--- src/rtl/vec_irq_ctrl.sv ---
module vec_irq_ctrl #(
  parameter int N_EXT = 4,
  parameter int N_TMR = 2
) (
  input  logic                   clk,
  input  logic                   rst_n,
  input  logic [N_EXT-1:0]       ext_req,
  input  logic [N_TMR-1:0]       tmr_req,
  input  logic                   wr_en,
  input  logic [1:0]             wr_sel,
  input  logic [7:0]             wr_data,
  input  logic                   gie_set,
  input  logic                   gie_clr,
  input  logic                   ack,
  output logic [N_EXT+N_TMR-1:0] req_q,
  output logic                   gie,
  output logic                   irq_out,
  output logic [2:0]             vec_id
);
  localparam int NSRC = N_EXT + N_TMR;
  localparam int NGRP = NSRC / 2;

  logic [N_EXT-1:0] s1, s2, s2_d;
  logic [NSRC-1:0]  en;
  logic [5:0]       prio;
  logic             armed;

  wire [N_EXT-1:0] ext_rise = s2 & ~s2_d;
  wire [NSRC-1:0]  pend     = req_q & en;
  wire             served   = irq_out & ack;
  wire [NSRC-1:0]  clr_bit  = served ? (NSRC'(1) << vec_id) : '0;
  wire             wr_req   = wr_en && wr_sel == 2'd0;
  wire             wr_msk   = wr_en && wr_sel == 2'd1;
  wire             wr_pri   = wr_en && wr_sel == 2'd2;

  assign irq_out = gie & (|pend);

  logic [3:0] gv, gb;
  always_comb begin
    gv = '0;
    gb = '0;
    for (int g = 0; g < NGRP; g++) begin
      gv[g] = pend[2*g] | pend[2*g+1];
      gb[g] = prio[3+g] ? pend[2*g+1] : ~pend[2*g];
    end
  end

  logic [5:0] ord;
  always_comb begin
    case (prio[2:0])
      3'd2:    ord = {2'd1, 2'd2, 2'd0};
      3'd3:    ord = {2'd2, 2'd0, 2'd1};
      3'd4:    ord = {2'd0, 2'd2, 2'd1};
      3'd5:    ord = {2'd1, 2'd0, 2'd2};
      3'd6:    ord = {2'd0, 2'd1, 2'd2};
      default: ord = {2'd2, 2'd1, 2'd0};
    endcase
  end

  always_comb begin
    vec_id = '0;
    for (int k = 2; k >= 0; k--) begin
      if (gv[ord[2*k +: 2]])
        vec_id = {ord[2*k +: 2], 1'b0} + {2'b00, gb[ord[2*k +: 2]]};
    end
  end

  always_ff @(posedge clk or negedge rst_n) begin
    if (!rst_n) begin
      s1   <= '0;
      s2   <= '0;
      s2_d <= '0;
    end else begin
      s1   <= ext_req;
      s2   <= s1;
      s2_d <= s2;
    end
  end

  always_ff @(posedge clk or negedge rst_n) begin
    if (!rst_n) begin
      armed <= 1'b0;
      gie   <= 1'b0;
      req_q <= '0;
      en    <= '0;
      prio  <= '0;
    end else begin
      if (gie_set) armed <= 1'b1;
      if (gie_clr || served) gie <= 1'b0;
      else if (gie_set)      gie <= 1'b1;
      else if (wr_msk)       gie <= wr_data[7];
      if (wr_msk) en   <= wr_data[NSRC-1:0];
      if (wr_pri) prio <= wr_data[5:0];
      if (!armed) req_q <= '0;
      else req_q <= ((wr_req ? wr_data[NSRC-1:0] : req_q) & ~clr_bit) | {tmr_req, ext_rise};
    end
  end
endmodule


--- config.mk ---
export PLATFORM = sky130hd
export DESIGN_NAME = vec_irq_ctrl
export DESIGN_NICKNAME = d
export VERILOG_FILES = /design/src/rtl/vec_irq_ctrl.sv
export SDC_FILE = /design/constraint.sdc
export NUM_CORES = 1
export LEC_CHECK = 0
export ABC_AREA = 1
export BUFFER_PORTS_ARGS = -buffer_cell sky130_fd_sc_hd__buf_2
export CAP_MARGIN = 20
export CELL_PAD_IN_SITES_DETAIL_PLACEMENT = 0
export CELL_PAD_IN_SITES_GLOBAL_PLACEMENT = 1
export CORE_MARGIN = 2
export CORE_UTILIZATION = 42
export DETAILED_ROUTE_END_ITERATION = 7
export GPL_ROUTABILITY_DRIVEN = 0
export PLACE_DENSITY_LB_ADDON = 0.1
export SLEW_MARGIN = 10
export SYNTH_ARGS = -nofsm -noshare
export SYNTH_HDL_FRONTEND = slang
export SYNTH_SLANG_ARGS = --single-unit
--- constraint.sdc ---
create_clock -name clk -period 4.49 [get_ports clk]
set_clock_uncertainty 0.15 [all_clocks]
set_input_delay 0.898 -clock clk [delete_from_list [all_inputs] [get_ports clk]]
set_output_delay 0.898 -clock clk [all_outputs]
set_load 0.01 [all_outputs]
==> flow_metrics.py, run 1 <==
metrics = {
    "outcome": {
        "run_status": "finished, final reports clean",
    },
    "cells_and_area": {
        "n_antenna_cell": 0,
        "area_growth_pct": 20.18,
        "drive_gt1_share_pct": 24.90,
        "net_count_final": 270,
        "post-route-util_pct": 52.93,
    },
    "synth": {
        "area_leader_netlist": "sky130_fd_sc_hd__dfrtp_1",
        "syn_nets": 235,
        "synth_sequential_area_ratio_pct": 48.93,
        "post-synth-top-area-fraction_pct": 48.93,
        "top_cells_by_area_in_the_synthesized_netlist": "sky130_fd_sc_hd__dfrtp_1 (49%), sky130_fd_sc_hd__nand2_1 (17%), sky130_fd_sc_hd__o21ai_0 (6.4%), sky130_fd_sc_hd__inv_1 (5.7%), sky130_fd_sc_hd__nand3_1 (4.9%)",
        "synth-edff-count": 0,
        "syn-mean-instance-area_sq_um": 7.683,
        "synth.ff_latch_count": 32,
        "ffs_w_async_s_r_synth_pct": 100.0,
        "synth-warning-count": 0,
        "dominant_synthesized_flop_cell": "sky130_fd_sc_hd__dfrtp_1",
        "synth.distinct_cells": 19,
        "synthCells": 213,
        "netlist_area_before_placement_sq_mm": 0.001637,
        "synthMostInstantiatedCell": "sky130_fd_sc_hd__nand2_1",
        "synth_top_cells_by_count": "sky130_fd_sc_hd__nand2_1 (73), sky130_fd_sc_hd__dfrtp_1 (32), sky130_fd_sc_hd__inv_1 (25)",
    },
    "detailed_routing": {
        "drc": 0,
        "avgViaCountPerCell": 4.822,
        "met2WireLength_mm": 1.581,
        "count_of_antenna_violating_nets_left_after_detailed_routing": 0,
        "top_layer_used": "met4",
        "detail_route.wl_per_cell_microns": 11.82,
        "wirelength_met1_mm": 1.680,
        "dr.first_iter.drc_count": 78,
        "met3RoutedLength_microns": 167,
        "routed_wl_mm": 3.512,
        "drt_first_pass_iters": 4,
        "route.vias.total": 1432,
    },
    "grt": {
        "grt_usage_pct": 18.65,
        "grt_pass1_wl_mm": 6.051,
        "grt_max_degree": 33,
        "grt_antenna_before_repair": 0,
        "via_count_of_the_first_global_routing_pass": 1327,
        "globalRoute.totalOverflow": 0,
    },
    "clock_network": {
        "cts_root_buf": "sky130_fd_sc_hd__clkbuf_8",
        "clk_pin_slew_worst_setup_hold_paths_ps": 60,
        "tritoncts.num_buffers": 5,
        "ctsHoldBuffers": 0,
        "clock_path_buffers": 2,
        "clock_latency_ps": 280,
        "cts_setup_buffers": 0,
        "post_cts.resized_instances": 0,
        "cts.sinks": 32,
        "count_of_h_tree_levels_built_during_cts": 2,
        "tritoncts": "built",
    },
    "timing": {
        "final_worst_path_period_share_pct": 63.59,
        "timing.slew.headroom_pct": 54.47,
        "final_hold_viol_count": 0,
        "final-setup-viol-count": 0,
        "fin_worst_hold_slack_ps": 197.9,
        "fin_tns_setup_ps": 0,
        "slew_viol_final": 0,
        "worst_pin_slew_ps": 683.0,
        "fmaxAchievable_mhz": 350.2,
        "grt_setup_unrepaired": "false",
        "period_needed_ps": 2855,
    },
    "worst_setup_path": {
        "worst_path_maximum_fanout": 6,
        "critical_path_required_ps": 3440,
        "cp_startpoint_kind": "flop",
        "worst_path_arrival_ps": 1810,
        "crit_type": "reg2out",
        "critical_path.endpoint_type": "primary output",
    },
    "floorplan": {
        "dieWidth_microns": 66.42,
        "design.core.area_sq_mm": 0.003716,
        "dieArea_sq_mm": 0.004412,
        "num_io_pins": 33,
        "fp.dieH_microns": 66.42,
        "starting_density_of_the_core_pct": 44.04,
        "fp-row-count": 22,
    },
    "power": {
        "power.static_leakage_nw": 1.079,
        "ir_worst_vdd_mv": 0.2470,
        "power_per_cell_area_mw_per_mm2": 482.1,
    },
    "worst_hold_path": {
        "hp-class": "reg2reg",
    },
    "flow_run": {
        "max-cap-violations": 0,
    },
    "place": {
        "dp.final_hpwl_mm": 2.769,
        "buffers_added_on_ports": 31,
    },
}
-- worst paths after layout --
kind / from / end / slack, ps / cells past startpoint
min in group asynchronous: rst_n / s2_d[2]$_DFF_PN0_ / 510 / 1
max in group asynchronous: rst_n / gie$_DFFE_PN0P_ / 3240 / 1
worst min-delay path: s1[0]$_DFF_PN0_ / s2[0]$_DFF_PN0_ / 200 / 0
worst min register to register: s1[0]$_DFF_PN0_ / s2[0]$_DFF_PN0_ / 200 / 0
worst max register to register: req_q[4]$_DFF_PN0_ / req_q[4]$_DFF_PN0_ / 2510 / 9
worst max-delay path: prio[0]$_DFFE_PN0P_ / vec_id[1] / 1630 / 11
-- cell usage in the layout (no fill, tap or decap) --
cell type,n
sky130_fd_sc_hd__nand4_1,4
sky130_fd_sc_hd__nor2_2,3
sky130_fd_sc_hd__a221oi_1,1
sky130_fd_sc_hd__a21boi_0,1
sky130_fd_sc_hd__nand2_2,8
sky130_fd_sc_hd__buf_2,31
sky130_fd_sc_hd__nand3_4,1
sky130_fd_sc_hd__nand3_1,16
sky130_fd_sc_hd__o21ai_0,21
sky130_fd_sc_hd__inv_2,4
sky130_fd_sc_hd__nor2_1,6
sky130_fd_sc_hd__nand2_1,73
sky130_fd_sc_hd__or2_2,1
sky130_fd_sc_hd__clkbuf_8,7
sky130_fd_sc_hd__nand2_4,2
sky130_fd_sc_hd__a21oi_2,2
sky130_fd_sc_hd__bufinv_16,1
sky130_fd_sc_hd__nand3_2,2
sky130_fd_sc_hd__inv_1,25
sky130_fd_sc_hd__dfrtp_1,32
sky130_fd_sc_hd__a21oi_1,8
-- power breakdown --
group / internal, mW / switching [mW] / total, mW
registers: 0.321 / 0.0257 / 0.347
logic: 0.108 / 0.198 / 0.306
clock network: 0.196 / 0.100 / 0.296
-- worst max-delay path, stage by stage, from the launching register on --
cell,delay [ps]
sky130_fd_sc_hd__dfrtp_1,450
sky130_fd_sc_hd__inv_2,150
sky130_fd_sc_hd__nand2_2,70
sky130_fd_sc_hd__nand3_1,130
sky130_fd_sc_hd__inv_1,70
sky130_fd_sc_hd__nand2_1,100
sky130_fd_sc_hd__nand3_4,100
sky130_fd_sc_hd__nor2_2,80
sky130_fd_sc_hd__nand2_1,60
sky130_fd_sc_hd__nand2_2,120
sky130_fd_sc_hd__inv_1,50
sky130_fd_sc_hd__buf_2,130
-- area by class of cell --
class | count | area (sq um)
fill | 368 | 1749
clock buffer | 7 | 96.34
multi-input combinational | 149 | 715.7
inverter | 29 | 108.9
tap | 48 | 60.06
sequential | 32 | 800.8
clock inverter | 1 | 30.03
timing repair buffer | 31 | 155.1
-- per-stage QoR --
stage	total power [mW]	worst slack [ps]	cells	instance area, sq um
4_1_cts	0.9600	1625	297	1967
3_3_place_gp	0.6594	1920	289	1841
5_1_grt	1.023	1471	297	1967
6_report	0.9483	1635	297	1967
2_1_floorplan	0.5728	2202	213	1637
3_5_place_dp	0.6609	1939	289	1841
-- state kept, by name, summed over array words and instances (netlist names) --
register / flops
s2_d: 4
gie: 1
s1: 4
en: 6
req_q: 6
armed: 1
s2: 4
prio: 6
-- logic make-up after synthesis --
| group | count (synthesis) | share of synthesized area, % |
|---|---|---|
| AND/OR/NAND/NOR | 116 | 32.80 |
| buffers and inverters | 32 | 7.339 |
| AO/OA/AOI/OAI | 33 | 10.93 |
| flip-flops | 32 | 48.93 |
-- metal layers --
| metal | global-route usage, % | vias up |
|---|---|---|
| li1 | - | 749 |
| met1 | 25.71 | 637 |
| met2 | 28.38 | 38 |
| met3 | 4.429 | 8 |
| met4 | 7.143 | 0 |
| met5 | 0 | - |
No activity file was read; power rests on OpenSTA's default activity.
==> inputs of run 2 (changes only) <==
Settings changed: ABC_AREA 1 to 0, CORE_UTILIZATION 42 to 38.
Clock period 4.49 ns to 2.35 ns, I/O delays scaled along.
==> run 2 against run 1 <==
The run now ends with setup timing left. Cell area grew 20%. Critical path depth shrank 3. Sequential power grew 110%. Setup slack lost 1900 ps. Register-to-register slack lost 2600 ps. Critical endpoint is now vec_id[0].
==> flow_metrics.py, run 2 <==
metrics = {
    "detailed_routing": {
        "dr.first_iter.drc_count": 72,
        "routed_wl_mm": 4.418,
        "detail_route.wl_per_cell_microns": 15.67,
        "drc": 0,
        "avgViaCountPerCell": 5.426,
        "drt_first_pass_iters": 4,
        "count_of_antenna_violating_nets_left_after_detailed_routing": 0,
        "route.vias.total": 1530,
    },
    "timing": {
        "timing.slew.headroom_pct": 52.62,
        "slew_viol_final": 0,
        "worst_pin_slew_ps": 710.7,
        "period_needed_ps": 2661,
        "final_hold_viol_count": 0,
        "grt_setup_unrepaired": "true",
        "final_critical_path_setup_slack_ps": -310.7,
        "fmaxAchievable_mhz": 375.8,
        "final-setup-viol-count": 2,
        "final_worst_path_period_share_pct": 113.2,
        "fin_tns_setup_ps": -350.9,
        "fin_worst_hold_slack_ps": 85.62,
    },
    "cells_and_area": {
        "drive_gt1_share_pct": 52.61,
        "mostFrequentLayoutCell": "sky130_fd_sc_hd__buf_4",
        "n_antenna_cell": 0,
        "mostFrequentLayoutCells": "sky130_fd_sc_hd__buf_4 (33), sky130_fd_sc_hd__dfrtp_1 (29), sky130_fd_sc_hd__buf_2 (29), sky130_fd_sc_hd__nand2_1 (21), sky130_fd_sc_hd__mux2_2 (16)",
        "largestRegisters": "en: 6 flops, prio: 6 flops, req_q: 6 flops",
        "design_area_sq_mm": 0.002356,
        "net_count_final": 251,
        "fillers": 408,
        "area_growth_pct": 35.76,
        "post-route-util_pct": 53.74,
    },
    "outcome": {
        "violations": "setup timing",
        "run_status": "finished, violations left",
    },
    "worst_hold_path": {
        "hp-class": "in2async",
    },
    "floorplan": {
        "fp.dieH_microns": 71.58,
        "num_io_pins": 33,
        "design.core.area_sq_mm": 0.004384,
        "dieWidth_microns": 71.58,
        "starting_density_of_the_core_pct": 39.58,
        "dieArea_sq_mm": 0.005124,
        "fp-row-count": 24,
    },
    "worst_setup_path": {
        "worst_path_arrival_ps": 2040,
        "crit_type": "reg2out",
        "timing.reg2reg.worst_path_depth": 9,
        "critical_path_required_ps": 1730,
        "timing.critical_path.from": "en[2]$_DFFE_PN0P_",
        "reg2reg_slack_ps": -40,
        "cp_startpoint_kind": "flop",
        "rr_endpoint": "req_q[5]$_DFF_PN0_",
        "critical_path.endpoint_type": "primary output",
        "crit-reg2reg-launch": "req_q[2]$_DFF_PN0_",
        "worst_path_maximum_fanout": 4,
    },
    "power": {
        "power.static_leakage_nw": 1.053,
        "totalPowerFinal_mw": 2.148,
        "power_per_cell_area_mw_per_mm2": 911.7,
        "ir_worst_vdd_mv": 0.4528,
    },
    "synth": {
        "syn-mean-instance-area_sq_um": 10.65,
        "synth_top_cells_by_count": "sky130_fd_sc_hd__dfrtp_1 (32), sky130_fd_sc_hd__nand2_1 (22), sky130_fd_sc_hd__mux2_2 (16)",
        "synth-edff-count": 0,
        "post-synth-top-area-fraction_pct": 46.14,
        "synth.distinct_cells": 52,
        "synthMostInstantiatedCell": "sky130_fd_sc_hd__dfrtp_1",
        "ffs_w_async_s_r_synth_pct": 100.0,
        "synth_sequential_area_ratio_pct": 46.14,
        "area_leader_netlist": "sky130_fd_sc_hd__dfrtp_1",
        "synth.ff_latch_count": 32,
        "netlist_area_before_placement_sq_mm": 0.001735,
        "dominant_synthesized_flop_cell": "sky130_fd_sc_hd__dfrtp_1",
        "syn_nets": 185,
        "top_cells_by_area_in_the_synthesized_netlist": "sky130_fd_sc_hd__dfrtp_1 (46%), sky130_fd_sc_hd__mux2_2 (10%), sky130_fd_sc_hd__nand2_1 (4.8%), sky130_fd_sc_hd__mux2i_1 (2.3%), sky130_fd_sc_hd__a22oi_2 (2.2%)",
        "synthCells": 163,
        "synth-warning-count": 0,
    },
    "clock_network": {
        "cts.sinks": 32,
        "tritoncts.num_buffers": 5,
        "clock_path_buffers": 2,
        "clock_latency_ps": 280,
        "clk_pin_slew_worst_setup_hold_paths_ps": 70,
        "cts_root_buf": "sky130_fd_sc_hd__clkbuf_8",
        "count_of_h_tree_levels_built_during_cts": 2,
        "tritoncts": "built",
    },
    "grt": {
        "grt_antenna_before_repair": 0,
        "via_count_of_the_first_global_routing_pass": 1516,
        "grt_pass1_wl_mm": 6.948,
        "grt_max_degree": 33,
        "globalRoute.totalOverflow": 0,
        "grt_usage_pct": 17.67,
    },
    "flow_run": {
        "max-cap-violations": 0,
    },
    "place": {
        "post_dp_cell_area_sq_mm": 0.002103,
        "buffers_added_on_ports": 31,
        "dp.final_hpwl_mm": 3.285,
    },
}
run 2: how the worst max path moves through the flow:
stage | to | slack, ps | cells past startpoint
floorplan | vec_id[0] | 150 | 7
global placement | vec_id[0] | -70 | 8
detailed placement | vec_id[0] | -120 | 7
CTS | vec_id[0] | -300 | 8
global route | vec_id[0] | -380 | 8
finish | vec_id[0] | -310 | 8
run 2: cell type report:
cell class	count	area [sq um]	share of cell area (%)
timing repair buffer	65	426.7	18.11
inverter	4	15.01	0.6373
clock buffer	6	82.58	3.505
multi-input combinational	121	952.2	40.41
clock inverter	2	10.01	0.4249
tap	52	65.06	2.762
sequential	32	804.5	34.15
run 2: where the power goes:
group,internal [mW],switching [mW],leakage (nW)
logic,0.537,0.464,0.643
registers,0.622,0.0956,0.359
clock network,0.233,0.196,0.0510
run 2: metal layers:
metal	GRT usage, %	part of all wire, %
met5	0	0
met1	22.69	47
met2	28.60	49
met4	7.966	1.8
met3	3.938	2.6
run 2: per-stage QoR:
| stage | instances | setup slack [ps] |
|---|---|---|
| floorplan | 163 | 150.5 |
| detailed placement | 265 | -118.5 |
| CTS | 276 | -298.4 |
| finish | 282 | -310.7 |
| global placement | 265 | -65.56 |
| global route | 282 | -376.9 |
run 2: timing repair:
item / in CTS / in global routing
hold endpoints to repair: 0 / 0
pin swaps: 9 / 10
hold buffers: 0 / 0
buffers inserted: 3 / 7
setup endpoints to repair: 5 / 5
resized for setup: 9 / 13
run 2: cell families (layout without fill, tap and decap cells):
kind of cell | Yosys count | in the layout | share of synthesized area (%)
and+or+nand+nor | 59 | 59 | 18.31
muxes | 20 | 20 | 12.69
xor gates and xnor gates | 1 | 1 | 0.5048
AOI/OAI and AO/OA | 41 | 41 | 19.18
DFF | 32 | 32 | 46.14
buffers and inverters | 10 | 77 | 3.172
run 2: worst max-delay path: stages, from the launching register on:
cell	delay, ps
sky130_fd_sc_hd__dfrtp_1	410
sky130_fd_sc_hd__a22o_1	290
sky130_fd_sc_hd__or3_2	440
sky130_fd_sc_hd__a22oi_2	180
sky130_fd_sc_hd__o31ai_4	110
sky130_fd_sc_hd__inv_2	70
sky130_fd_sc_hd__or2_4	110
sky130_fd_sc_hd__inv_2	30
sky130_fd_sc_hd__buf_6	110
==> inputs of run 3 (changes only) <==
Settings changed: CORE_ASPECT_RATIO from default to 1.4, CTS_CLUSTER_DIAMETER from default to 150.
==> run 3 against run 2 <==
The flow still finishes with violations (setup timing). Cell area is 6.1% higher. Flip-flop and latch count unchanged. Core utilization rose by 2.2 points. Setup slack improved by 47 ps. Critical endpoint unchanged.
==> flow_metrics.py, run 3 (synthesis gave the netlist of run 2 again) <==
metrics = {
    "outcome": {
        "run_status": "finished, violations left",
        "violations": "setup timing",
    },
    "detailed_routing": {
        "count_of_antenna_violating_nets_left_after_detailed_routing": 0,
        "routed_wl_mm": 4.472,
        "detail_route.wl_per_cell_microns": 14.86,
        "route.vias.total": 1568,
        "avgViaCountPerCell": 5.209,
        "drc": 0,
        "drt_first_pass_iters": 4,
        "dr.first_iter.drc_count": 47,
    },
    "clock_network": {
        "cts_root_buf": "sky130_fd_sc_hd__clkbuf_8",
        "clk_pin_slew_worst_setup_hold_paths_ps": 70,
        "tritoncts": "built",
        "cts.sinks": 32,
        "count_of_h_tree_levels_built_during_cts": 2,
        "clock_path_buffers": 2,
        "clock_latency_ps": 280,
        "tritoncts.num_buffers": 5,
    },
    "worst_setup_path": {
        "critical_path.cell_chain": "a22oi_2, o2111ai_1, nand3_1, mux2i_2, or2_4, inv_2, buf_6",
        "cp_startpoint_kind": "flop",
        "crit_type": "reg2out",
        "worst-path-buf-inv": 2,
        "worst_path_arrival_ps": 1990,
        "worst_path_maximum_fanout": 6,
        "critical_path.endpoint_type": "primary output",
        "cp_slowest_stage_delay_ps": 420,
        "critical_path_required_ps": 1730,
        "cpLargestDelayFamily": "compound AO/OA/AOI/OAI gates",
        "timing.critical_path.slowest_stage_cell": "sky130_fd_sc_hd__dfrtp_1",
    },
    "timing": {
        "period_needed_ps": 2614,
        "worst_pin_slew_ps": 688.1,
        "fmaxAchievable_mhz": 382.5,
        "timing.slew.headroom_pct": 54.13,
        "final_worst_path_period_share_pct": 111.2,
        "final_critical_path_setup_slack_ps": -264.2,
        "slew_viol_final": 0,
        "final-setup-viol-count": 2,
        "grt_setup_unrepaired": "true",
        "final_hold_viol_count": 0,
    },
    "floorplan": {
        "dieWidth_microns": 61.12,
        "dieArea_sq_mm": 0.005131,
        "num_io_pins": 33,
        "starting_density_of_the_core_pct": 38.88,
        "design.core.area_sq_mm": 0.004463,
        "fp.dieH_microns": 83.96,
        "fp-row-count": 29,
    },
    "power": {
        "power_per_cell_area_mw_per_mm2": 930.7,
        "ir_worst_vdd_mv": 0.5299,
        "totalPowerFinal_mw": 2.325,
        "power.static_leakage_nw": 1.116,
    },
    "grt": {
        "grt_antenna_before_repair": 0,
        "global_route.peak_usage_layer": "met2",
        "grt_usage_pct": 19.66,
        "grt_max_degree": 33,
        "globalRoute.totalOverflow": 0,
        "use_met3_pct": 3.101,
        "grt_util_met1_pct": 24.25,
        "grt_pass1_wl_mm": 7.527,
        "globalRouteMet2Util_pct": 33.85,
        "via_count_of_the_first_global_routing_pass": 1586,
    },
    "cells_and_area": {
        "area_growth_pct": 43.98,
        "net_count_final": 260,
        "design_area_sq_mm": 0.002499,
        "largestRegisters": "en: 6 flops, prio: 6 flops, req_q: 6 flops",
        "drive_gt1_share_pct": 56.07,
        "n_antenna_cell": 0,
        "mostFrequentLayoutCell": "sky130_fd_sc_hd__buf_4",
        "mostFrequentLayoutCells": "sky130_fd_sc_hd__buf_4 (42), sky130_fd_sc_hd__buf_2 (29), sky130_fd_sc_hd__dfrtp_1 (28), sky130_fd_sc_hd__nand2_1 (21), sky130_fd_sc_hd__mux2_2 (16)",
    },
    "place": {
        "post_dp_cell_area_sq_mm": 0.002138,
        "dpl_worst_slack_ps": -71.03,
        "dp.final_hpwl_mm": 3.313,
        "buffers_added_on_ports": 31,
    },
    "flow_run": {
        "max-cap-violations": 0,
    },
    "worst_hold_path": {
        "hp-class": "in2async",
    },
}
==> run 3: cell count changes in the layout (fill, tap and decap cells not counted), sizes merged <==
cell | before | now
clkbuf | 6 | 5
bufinv | 0 | 1
clkinv | 2 | 1
buf | 65 | 74
clkinvlp | 0 | 1
==> run 3: path summary, 6_finish.rpt <==
path,startpoint,slack [ps],cells past startpoint,endpoint
worst max-delay path,en[4]$_DFFE_PN0P_,-260,7,vec_id[0]
worst min-delay path,rst_n,80,1,s2_d[2]$_DFF_PN0_
worst max register to register,en[4]$_DFFE_PN0P_,-10,9,req_q[5]$_DFF_PN0_
worst min register to register,s1[3]$_DFF_PN0_,200,0,s2[3]$_DFF_PN0_
max in group asynchronous,rst_n,1480,1,prio[1]$_DFFE_PN0P_
min in group clk,ext_req[3],140,1,s1[3]$_DFF_PN0_
==> run 3: area by class of cell <==
class	count	area [sq um]
Clock buffer	5	68.82
Clock inverter	3	42.54
Fill cell	419	1964
Inverter	4	15.01
Multi-Input combinational cell	121	994.7
Sequential cell	32	805.8
Tap cell	62	77.57
Timing Repair Buffer	74	494.2
==> run 3: per-layer routing <==
metal	up-vias	share of wire, %
li1	767	-
met1	765	40
met2	30	55
met3	6	3.4
met4	0	1.4
met5	-	0
==> run 3: through the flow <==
step | hold slack, ps | TNS, ps | instances | util, %
floorplan | 24.41 | 0 | 163 | -
global placement | 188.1 | -54.57 | 278 | 47.91
detailed placement | 187.3 | -76.65 | 278 | 47.91
CTS | 105.2 | -289.4 | 292 | 52.82
global route | 126.9 | -615.1 | 301 | 55.99
finish | 76.70 | -274.8 | 301 | 55.99
==> run 3: repair_timing <==
action                     CTS  global route
hold buffers                 0             0
pin swaps                    8            11
buffers inserted             6             9
resized for setup           15            15
setup endpoints to repair    4             5
cloned                       0             0
==> run 3: power breakdown <==
group	internal (mW)	switching [mW]	leakage, nW
Sequential	0.622	0.0907	0.358
Clock	0.313	0.203	0.0541
Combinational	0.595	0.500	0.704
Total	1.53	0.794	1.12
